==> config.mk <==
export PLATFORM = sky130hd
export DESIGN_NAME = stepper_burst_ctrl
export DESIGN_NICKNAME = d
export VERILOG_FILES = /design/src/rtl/stp_pkg.sv /design/src/rtl/stp_sync.sv /design/src/rtl/stp_endstop.sv /design/src/rtl/stp_sequencer.sv /design/src/rtl/stp_line_encode.sv /design/src/rtl/stepper_burst_ctrl.sv
export SDC_FILE = /design/constraint.sdc
export NUM_CORES = 1
export LEC_CHECK = 0
export ABC_AREA = 1
export ABC_CLOCK_PERIOD_IN_PS = 6000
export CAP_MARGIN = 10
export CORE_MARGIN = 2
export CORE_UTILIZATION = 59
export DETAILED_ROUTE_END_ITERATION = 8
export GPL_ROUTABILITY_DRIVEN = 0
export GPL_TIMING_DRIVEN = 0
export HOLD_SLACK_MARGIN = 0.05
export PLACE_DENSITY_LB_ADDON = 0.05
export SLEW_MARGIN = 10
export SYNTH_ARGS = -nofsm -noshare
export SYNTH_HDL_FRONTEND = slang
export SYNTH_SLANG_ARGS = --single-unit
export TNS_END_PERCENT = 100
==> constraint.sdc <==
create_clock -name clk -period 6 [get_ports clk]
set_input_delay 1.5 -clock clk [delete_from_list [all_inputs] [get_ports clk]]
set_output_delay 1.5 -clock clk [all_outputs]
set_load 0.01 [all_outputs]
==> src/rtl/stp_pkg.sv <==
package stp_pkg;
    typedef enum logic [1:0] {
        ST_IDLE  = 2'd0,
        ST_MARK  = 2'd1,
        ST_SPACE = 2'd2
    } seq_state_t;

    localparam int ES_CHANNELS = 2;
    localparam int SYNC_STAGES = 2;
endpackage

==> src/rtl/stp_sync.sv <==
module stp_sync #(
    parameter int STAGES = 2
) (
    input  logic clk,
    input  logic rst_n,
    input  logic d,
    output logic q
);
    logic [STAGES-1:0] shreg;

    always_ff @(posedge clk or negedge rst_n) begin
        if (!rst_n) shreg <= '0;
        else        shreg <= {shreg[STAGES-2:0], d};
    end

    assign q = shreg[STAGES-1];
endmodule

==> src/rtl/stp_endstop.sv <==
module stp_endstop #(
    parameter int STAGES = 2
) (
    input  logic clk,
    input  logic rst_n,
    input  logic raw_in,
    input  logic active_low,
    input  logic enable,
    input  logic stat_rd,
    output logic level,
    output logic seen
);
    logic synced;
    logic seen_q;

    stp_sync #(.STAGES(STAGES)) u_sync (
        .clk   (clk),
        .rst_n (rst_n),
        .d     (raw_in),
        .q     (synced)
    );

    always_comb begin
        level = enable & (synced ^ active_low);
    end

    // Sticky flag: a new detection wins over a read in the same cycle.
    always_ff @(posedge clk or negedge rst_n) begin
        if (!rst_n)       seen_q <= 1'b0;
        else if (level)   seen_q <= 1'b1;
        else if (stat_rd) seen_q <= 1'b0;
    end

    assign seen = seen_q;

    AST_SEEN_SETS: assert property (@(posedge clk) disable iff (!rst_n)
        level |=> seen_q);
    AST_SEEN_HOLDS: assert property (@(posedge clk) disable iff (!rst_n)
        (seen_q && !stat_rd) |=> seen_q);
    AST_SEEN_CLEARS: assert property (@(posedge clk) disable iff (!rst_n)
        (stat_rd && !level) |=> !seen_q);
endmodule

==> src/rtl/stp_sequencer.sv <==
module stp_sequencer
    import stp_pkg::*;
#(
    parameter int CNT_W  = 16,
    parameter int TIME_W = 8
) (
    input  logic              clk,
    input  logic              rst_n,
    input  logic              tick,
    input  logic              start,
    input  logic [CNT_W-1:0]  start_steps,
    input  logic              start_ccw,
    input  logic              start_enh,
    input  logic              abort,
    input  logic [TIME_W-1:0] width_ticks,
    input  logic [TIME_W-1:0] gap_ticks,
    output logic              busy,
    output logic              mark,
    output logic              cmd_ccw,
    output logic              cmd_enh
);
    localparam logic [CNT_W-1:0]  LAST_STEP = {{(CNT_W-1){1'b0}}, 1'b1};
    localparam logic [TIME_W-1:0] MIN_UNITS = {{(TIME_W-1){1'b0}}, 1'b1};

    seq_state_t        state_q, state_d;
    logic [CNT_W-1:0]  remain_q;
    logic [TIME_W-1:0] timer_q;
    logic [TIME_W-1:0] wid_q, gap_q;
    logic              ccw_q, enh_q, abort_pend_q;

    logic              cmd_accept;
    logic              stop_now;
    logic              phase_done;
    logic [TIME_W-1:0] phase_lim;

    always_comb begin
        cmd_accept = (state_q == ST_IDLE) && start && !abort && (start_steps != '0);
        stop_now   = (state_q != ST_IDLE) && tick && (abort || abort_pend_q);
        if (state_q == ST_SPACE) phase_lim = (gap_q == '0) ? MIN_UNITS : gap_q;
        else                     phase_lim = (wid_q == '0) ? MIN_UNITS : wid_q;
        phase_done = tick && (timer_q >= phase_lim - MIN_UNITS);
    end

    // Next-state logic
    always_comb begin
        state_d = state_q;
        unique case (state_q)
            ST_IDLE: begin
                if (cmd_accept) state_d = ST_MARK;
            end
            ST_MARK: begin
                if (stop_now)        state_d = ST_IDLE;
                else if (phase_done) state_d = (remain_q == LAST_STEP) ? ST_IDLE : ST_SPACE;
            end
            ST_SPACE: begin
                if (stop_now)        state_d = ST_IDLE;
                else if (phase_done) state_d = ST_MARK;
            end
            default: state_d = ST_IDLE;
        endcase
    end

    // State register
    always_ff @(posedge clk or negedge rst_n) begin
        if (!rst_n) state_q <= ST_IDLE;
        else        state_q <= state_d;
    end

    // Burst datapath
    always_ff @(posedge clk or negedge rst_n) begin
        if (!rst_n) begin
            remain_q <= '0;
            timer_q  <= '0;
            wid_q    <= '0;
            gap_q    <= '0;
            ccw_q    <= 1'b0;
            enh_q    <= 1'b0;
        end else if (cmd_accept) begin
            remain_q <= start_steps;
            timer_q  <= '0;
            wid_q    <= width_ticks;
            gap_q    <= gap_ticks;
            ccw_q    <= start_ccw;
            enh_q    <= start_enh;
        end else if (state_q != ST_IDLE) begin
            if (stop_now || phase_done) timer_q <= '0;
            else if (tick)              timer_q <= timer_q + MIN_UNITS;
            if (stop_now)               remain_q <= '0;
            else if (state_q == ST_MARK && phase_done) remain_q <= remain_q - LAST_STEP;
        end
    end

    always_ff @(posedge clk or negedge rst_n) begin
        if (!rst_n)                               abort_pend_q <= 1'b0;
        else if (state_q == ST_IDLE || stop_now)  abort_pend_q <= 1'b0;
        else if (abort)                           abort_pend_q <= 1'b1;
    end

    // Outputs
    always_comb begin
        busy    = (state_q != ST_IDLE);
        mark    = (state_q == ST_MARK);
        cmd_ccw = ccw_q;
        cmd_enh = enh_q;
    end

    AST_ZERO_STEPS_IDLE: assert property (@(posedge clk) disable iff (!rst_n)
        (state_q == ST_IDLE && start && start_steps == '0) |=> (state_q == ST_IDLE));
    AST_BUSY_NEEDS_START: assert property (@(posedge clk) disable iff (!rst_n)
        $rose(busy) |-> $past(start));
    AST_BUSY_HAS_STEPS: assert property (@(posedge clk) disable iff (!rst_n)
        busy |-> (remain_q != '0));
    AST_START_IGNORED: assert property (@(posedge clk) disable iff (!rst_n)
        (busy && start && !tick) |=> ($stable(remain_q) && $stable(timer_q)
                                      && $stable(ccw_q) && $stable(enh_q)));
endmodule

==> src/rtl/stp_line_encode.sv <==
module stp_line_encode (
    input  logic clk,
    input  logic rst_n,
    input  logic busy,
    input  logic mark,
    input  logic enh,
    input  logic ccw,
    output logic pulse_out,
    output logic dir_out
);
    always_comb begin
        pulse_out = 1'b0;
        dir_out   = 1'b0;
        if (busy) begin
            if (!enh) begin
                pulse_out = mark;
                dir_out   = ccw;
            end else if (!ccw) begin
                pulse_out = mark;
            end else begin
                dir_out   = mark;
            end
        end
    end

    AST_ENH_CCW_PULSE_LOW: assert property (@(posedge clk) disable iff (!rst_n)
        (busy && enh && ccw) |-> !pulse_out);
    AST_ENH_CW_DIR_LOW: assert property (@(posedge clk) disable iff (!rst_n)
        (busy && enh && !ccw) |-> !dir_out);
    AST_NORMAL_DIR_HELD: assert property (@(posedge clk) disable iff (!rst_n)
        (busy && !enh) |-> (dir_out == ccw));
endmodule

==> src/rtl/stepper_burst_ctrl.sv <==
module stepper_burst_ctrl
    import stp_pkg::*;
#(
    parameter int CNT_W  = 16,
    parameter int TIME_W = 8
) (
    input  logic              clk,
    input  logic              rst_n,
    input  logic              tick,
    input  logic              enh_mode,
    input  logic [TIME_W-1:0] width_ticks,
    input  logic [TIME_W-1:0] gap_ticks,
    input  logic              start,
    input  logic [CNT_W-1:0]  start_steps,
    input  logic              start_ccw,
    input  logic              abort,
    input  logic [1:0]        es_in,
    input  logic              es_active_low,
    input  logic              es_enable,
    input  logic              stat_rd,
    output logic              pulse_out,
    output logic              dir_out,
    output logic              busy,
    output logic [1:0]        es_level,
    output logic [1:0]        es_seen
);
    logic seq_mark, seq_ccw, seq_enh;

    stp_sequencer #(.CNT_W(CNT_W), .TIME_W(TIME_W)) u_seq (
        .clk         (clk),
        .rst_n       (rst_n),
        .tick        (tick),
        .start       (start),
        .start_steps (start_steps),
        .start_ccw   (start_ccw),
        .start_enh   (enh_mode),
        .abort       (abort),
        .width_ticks (width_ticks),
        .gap_ticks   (gap_ticks),
        .busy        (busy),
        .mark        (seq_mark),
        .cmd_ccw     (seq_ccw),
        .cmd_enh     (seq_enh)
    );

    stp_line_encode u_enc (
        .clk       (clk),
        .rst_n     (rst_n),
        .busy      (busy),
        .mark      (seq_mark),
        .enh       (seq_enh),
        .ccw       (seq_ccw),
        .pulse_out (pulse_out),
        .dir_out   (dir_out)
    );

    for (genvar gi = 0; gi < ES_CHANNELS; gi++) begin : g_limit
        stp_endstop #(.STAGES(SYNC_STAGES)) u_es (
            .clk        (clk),
            .rst_n      (rst_n),
            .raw_in     (es_in[gi]),
            .active_low (es_active_low),
            .enable     (es_enable),
            .stat_rd    (stat_rd),
            .level      (es_level[gi]),
            .seen       (es_seen[gi])
        );
    end

    AST_IDLE_LINES_LOW: assert property (@(posedge clk) disable iff (!rst_n)
        !busy |-> (!pulse_out && !dir_out));
    AST_ABORT_ON_TICK: assert property (@(posedge clk) disable iff (!rst_n)
        (busy && abort && tick) |=> (!busy && !pulse_out && !dir_out));
    AST_START_WITH_ABORT: assert property (@(posedge clk) disable iff (!rst_n)
        (!busy && start && abort) |=> !busy);
endmodule

==> impl_metrics.toml, run 1 <==
[clocking]
htreeDepth = 2
max-clock-path-buffers = 2
ctsResizeCount = 0
cts-root-buf = "clkbuf_8"
cts_made_buffers = 5
insertion_delay_ns = 0.31
clkTransAtPathRegs_ns = 0.08
cts_hold_buf = 0
cts_tree = "done"
postCtsSetupBuffers = 0
cts.sinks = 51

[layout]
area_delta_synth_final_pct = 22.19
ff_latch_area_um2 = 1276
num-fill-cells = 467
multiInputGateArea_um2 = 1764
drive_above_1_share = 0.07890
num_antenna_cells = 0
nNetsFinal = 600
design_area_um2 = 4065

[detailed_routing]
drcViolationCount = 0
totalWireLength_um = 7724
drt_iter0_drc = 227
viasPerCell = 5.162
wl_per_cell_um = 12.52
ant_nets = 0
firstDrtPassIters = 4
vias = 3185

[logic_synthesis]
yosysTopAreaCell = "dfrtp_1"
postSynthAreaPerCell_um2 = 6.846
syn_area_um2 = 3327
yosysSeqAreaShare = 0.3836
synth_top_family_by_area = "simple AND/OR/NAND/NOR gates"
yosys-top-cells-count = "nand2_1 (196), dfrtp_1 (51), nor2_1 (49)"
synthMuxAreaShare = 0
syn_nets = 542
synth_cell_type_count = 32
synth_area_leaders = "dfrtp_1 (38%), nand2_1 (22%), nor2_1 (5.5%), nand3_1 (5.1%), inv_1 (5.1%)"
yosys.area_share.adder = 0.04513
synth-compound-area-share = 0.07672
synth_flop_cell = "dfrtp_1"
yosysMostFrequentCell = "nand2_1"
synth_seq_cells = 51
yosysTopAreaCellShare = 0.3836
synth_edf_count = 0
async_flop_share = 1.000
yosys_warnings = 0
synth-xor-area-share = 0.02896
syn-instance-count = 486
synth-simple-area-share = 0.3795

[timing]
whs_ns = 0.3560
drv_slew = 0
period_share = 0.7239
fmax_mhz = 230.2
rsz0062_at_grt = "no"
worst_clock_skew_ns = 0.01057
worst_pin_slew_ns = 0.5226
min_period_ns = 4.344
setup_viol_count_final = 0
hold_viol = 0
setup_tns_ns = 0
slew-limit-headroom = 0.6516

[critical_path]
crit_path_start = "es_active_low"
r2r_start = "u_seq.state_q[0]$_DFFE_PN0P_"
crit_required_ns = 4.50
crit_family = "buffers and inverters"
crit_path_end_kind = "output port"
startpoint_type = "primary input"
crit_path_top_delay_cell = "clkdlybuf4s50_1"
worstPathArrival_ns = 2.84
critical-path-max-stage-delay_ns = 0.53
critPathBufInv = 3
cp_max_fo = 4
crit_type = "primary input to output port"
path_cells = "clkdlybuf4s50_1 > nor2_1 > nor2_1 > buf_4 > clkdlybuf4s50_1"

[die]
rows = 27
dieArea_um2 = 6255
start_util = 0.6079
pin_count = 51
die_h_um = 79.09
die-width_um = 79.09
core-area_um2 = 5473

[global_routing]
grtUsageTotal = 0.2640
grt_pass1_vias = 2845
grt_overflow = 0
grt_pass1_wl_um = 13040
antenna_found_initial = 0
grt_max_degree = 32

[hold_path]
min-delay-start = "g_limit[1].u_es.u_sync.shreg[0]$_DFF_PN0_"
hp-class = "register to register"

[placement]
hpwlAfterDp_um = 5851
portBuffers = 50
post_dp_cell_area_um2 = 3933

[power_and_ir_drop]
power.density_nw_per_um2 = 454.9
peakVddDrop_uv = 255.3
leakagePower_nw = 2.095

[run_status]
status = "complete, no violations"

[job]
maxCapViolCount = 0
==> registers in the layout (all words and copies together), names as in the netlist <==
name                       count
g_limit.u_es.seen              2
g_limit.u_es.u_sync.shreg      4
u_seq.abort_pend_q             1
u_seq.cmd_ccw                  1
u_seq.cmd_enh                  1
u_seq.gap_q                    8
u_seq.remain_q                16
u_seq.state_q                  2
u_seq.timer_q                  8
u_seq.wid_q                    8
==> layout by cell type, fill, tap and decap left out, types with 2 or more instances in the layout <==
cell | Yosys | routed
inv_1 | 45 | 45
nor3_1 | 4 | 4
clkbuf_1 | 2 | 3
nand3_1 | 34 | 34
buf_4 | 7 | 7
xnor2_1 | 6 | 6
o21ai_1 | 19 | 19
clkbuf_8 | 0 | 5
dfrtp_1 | 51 | 51
nand2_4 | 3 | 3
buf_2 | 4 | 5
nor2_1 | 49 | 49
inv_2 | 4 | 4
buf_6 | 2 | 2
nand2_1 | 196 | 196
a21oi_1 | 4 | 4
bufinv_16 | 0 | 2
nand2_2 | 2 | 2
ha_1 | 12 | 12
o22ai_1 | 2 | 2
nand4_1 | 4 | 4
nor2_2 | 6 | 6
o21ai_0 | 11 | 11
xor2_1 | 5 | 5
nand3b_1 | 3 | 3
o21ai_2 | 3 | 3
clkdlybuf4s50_1 | 0 | 49
==> metal layers <==
metal	up-vias	track usage	part of all wire
li1	1629	-	-
met5	-	0	0
met4	0	0.06552	0.0093
met3	10	0.04432	0.061
met1	1441	0.3743	0.47
met2	105	0.4237	0.46
==> through the flow <==
stage          total power, mW    util  cells  setup slack, ns
2_1_floorplan            1.304       -    486            2.702
3_3_place_gp             1.530  0.7158    608            1.693
3_5_place_dp             1.562  0.7186    609            1.665
4_1_cts                  1.849  0.7428    617            1.659
5_1_grt                  2.033  0.7428    617            1.592
6_report                 1.849  0.7428    617            1.656
==> kinds of logic after synthesis <==
logic type      Yosys count
buf+inv                  64
flops                    51
compound gates           45
simple gates            303
xor+xnor                 11
fa+ha+maj                12
==> cell type report <==
cell class | instances | share of cell area
plain buffers | 15 | 0.02524
clock buffers | 6 | 0.01785
clock inverters | 2 | 0.01477
inverters | 49 | 0.04524
multi-input cells | 371 | 0.4340
flip-flops and latches | 51 | 0.3139
well taps | 72 | 0.02216
repair buffers | 51 | 0.1268
==> power by group <==
group          switching [mW]  internal [mW]
Sequential              0.115          0.465
Clock                   0.112          0.167
Combinational           0.599          0.392
==> final timing paths <==
kind	endpoint	cells past startpoint	slack [ns]
worst max-delay path	es_level[0]	5	1.66
worst min-delay path	g_limit[1].u_es.u_sync.shreg[1]$_DFF_PN0_	0	0.36
worst max register to register	u_seq.remain_q[13]$_DFFE_PN0P_	21	2.75
worst min register to register	g_limit[1].u_es.u_sync.shreg[1]$_DFF_PN0_	0	0.36
max in group asynchronous	u_seq.gap_q[1]$_DFFE_PN0P_	2	4.29
min in group asynchronous	u_seq.timer_q[3]$_DFFE_PN0P_	1	1.16
Power figures use the tool's default switching activity.
==> inputs of run 2 (changes only) <==
Settings changed: ABC_CLOCK_PERIOD_IN_PS 6000 to 3640, CORE_UTILIZATION 59 to 49.
Clock period 6 ns to 3.64 ns, I/O delays scaled along.
==> run 2 against run 1 <==
Effect of this change: via count decreased by 2.5%; combinational power rose by 63%; first-iteration DRC count fell by 28%.
==> impl_metrics.toml, run 2 (synthesis gave the netlist of run 1 again) <==
[run_status]
status = "complete, no violations"

[die]
core-area_um2 = 6681
die_h_um = 86.40
dieArea_um2 = 7465
start_util = 0.4979
die-width_um = 86.40
pin_count = 51
rows = 30

[critical_path]
worstPathArrival_ns = 3.53
critPathBufInv = 2
crit_required_ns = 3.89
critical-path-max-stage-delay_ns = 0.47
crit_path_end_kind = "register"
r2r_start = "u_seq.state_q[1]$_DFFE_PN0P_"
crit_path_top_delay_cell = "dfrtp_1"
path_common_cell = "nand2_1"
startpoint_type = "register"
regToRegSetupSlack_ns = 0.35
timing.rr.end = "u_seq.remain_q[1]$_DFFE_PN0P_"
path_depth = 18
crit_family = "simple AND/OR/NAND/NOR gates"
path_cells = "nand2_2 > inv_1 > nor2_1 > o31ai_1 > nand2_1 > ha_1 > nand2_1 > nor2_2 > nand3_1 > xor2_1 > ha_1 > nand2_1 > o21a_1 > nand2_1 > nand3_2 > clkbuf_1 > nand3_1 > nand2_1"
cp_max_fo = 10
worst_r2r_path_depth = 18
crit_type = "register to register"

[clocking]
cts_made_buffers = 5
cts.sinks = 51
cts-root-buf = "clkbuf_8"
postCtsSetupBuffers = 0
ctsResizeCount = 0
max-clock-path-buffers = 2
insertion_delay_ns = 0.31
cts_hold_buf = 0
htreeDepth = 2
clkTransAtPathRegs_ns = 0.10
cts_tree = "done"

[hold_path]
hp-class = "register to register"
min-delay-start = "g_limit[0].u_es.u_sync.shreg[0]$_DFF_PN0_"
whs_path_depth = 0
min_to = "g_limit[0].u_es.u_sync.shreg[1]$_DFF_PN0_"

[timing]
setup_tns_ns = 0
rsz0062_at_grt = "no"
period_share = 0.9028
worst_pin_slew_ns = 0.5502
min_period_ns = 3.286
fin_ws_ns = 0.3540
drv_slew = 0
worst_clock_skew_ns = 0.008436
slew-limit-headroom = 0.6332
hold_viol = 0
setup_viol_count_final = 0
fmax_mhz = 304.3

[power_and_ir_drop]
switching_share = 0.4544
p_seq_frac = 0.319
peakVddDrop_uv = 334.5
p_clk_frac = 0.139
cellInternalPower_mw = 1.633
power.density_nw_per_um2 = 737.0
leakagePower_nw = 2.091
p_switching_mw = 1.360
combPwrFrac = 0.542

[detailed_routing]
ant_nets = 0
viasPerCell = 4.968
drcViolationCount = 0
totalWireLength_um = 7829
firstDrtPassIters = 4
wl_per_cell_um = 12.53
drt_iter0_drc = 164
vias = 3105

[placement]
pre_cts_ws_ns = 0.4276
portBuffers = 50
hpwlAfterDp_um = 6051
dp.cells = 617

[layout]
mostFrequentLayoutCell = "nand2_1"
largest_register = "u_seq.remain_q"
ff_latch_area_um2 = 1276
final_cell_mix = "nand2_1 (196), dfrtp_1 (51), nor2_1 (49), clkdlybuf4s50_1 (49), inv_1 (45)"
utilization = 0.6077
drive_above_1_share = 0.08073
multiInputGateArea_um2 = 1764
num-fill-cells = 637
largest_register_ffs = 16
area_delta_synth_final_pct = 22.04
layout.cells.non_filler = 625
num_antenna_cells = 0
nNetsFinal = 600

[global_routing]
grt_overflow = 0
antenna_found_initial = 0
grt_pass1_wl_um = 13500
grtUsageTotal = 0.2254
grt_pass1_vias = 2914
grt_max_degree = 31

[job]
maxCapViolCount = 0
-- run 2: changes by cell type in the layout (fill, tap and decap cells not counted) --
cell / before / now
bufinv_16: 2 / 1
clkbuf_1: 3 / 2
clkbuf_8: 5 / 6
clkinv_2: 0 / 1
-- run 2: power groups by stage --
stage / sequential [mW] / clock, mW / combinational [mW]
after floorplan: 0.912 / 0 / 1.24
after global placement: 0.957 / 0 / 1.58
after detailed placement: 0.960 / 0 / 1.62
after CTS: 0.950 / 0.424 / 1.63
after global routing: 0.985 / 0.447 / 1.86
final: 0.954 / 0.417 / 1.62
-- run 2: area by class of cell --
type / count / share of cell area
Sequential cell: 51 / 0.3143
Clock buffer: 6 / 0.02034
Inverter: 49 / 0.04530
Buffer: 15 / 0.02527
Clock inverter: 2 / 0.008629
Multi-Input combinational cell: 371 / 0.4345
Timing Repair Buffer: 51 / 0.1270
Tap cell: 80 / 0.02465
-- run 2: metrics by stage --
stage / cell area [um2] / hold slack, ns / power, mW
6_report: 4060 / 0.3546 / 2.992
5_1_grt: 4060 / 0.3761 / 3.297
4_1_cts: 4060 / 0.3562 / 3.001
3_5_place_dp: 3943 / 0.3347 / 2.576
3_3_place_gp: 3928 / 0.3366 / 2.538
2_1_floorplan: 3327 / 0.3312 / 2.149
-- run 2: metal layers --
layer,wire [um],GRT usage
met2,3531,0.3601
met4,42,0.03835
met5,0,0
met1,3831,0.3274
met3,424,0.03810
-- run 2: how the worst max path moves through the flow --
stage                                             from                             to  slack, ns
after floorplan           u_seq.state_q[1]$_DFFE_PN0P_  u_seq.remain_q[0]$_DFFE_PN0P_       0.90
after global placement                           rst_n     u_seq.gap_q[6]$_DFFE_PN0P_      0.003
after detailed placement  u_seq.state_q[1]$_DFFE_PN0P_  u_seq.remain_q[1]$_DFFE_PN0P_       0.43
after CTS                 u_seq.state_q[1]$_DFFE_PN0P_  u_seq.remain_q[1]$_DFFE_PN0P_       0.38
after global routing      u_seq.state_q[1]$_DFFE_PN0P_  u_seq.remain_q[1]$_DFFE_PN0P_      0.004
final                     u_seq.state_q[1]$_DFFE_PN0P_  u_seq.remain_q[1]$_DFFE_PN0P_       0.35
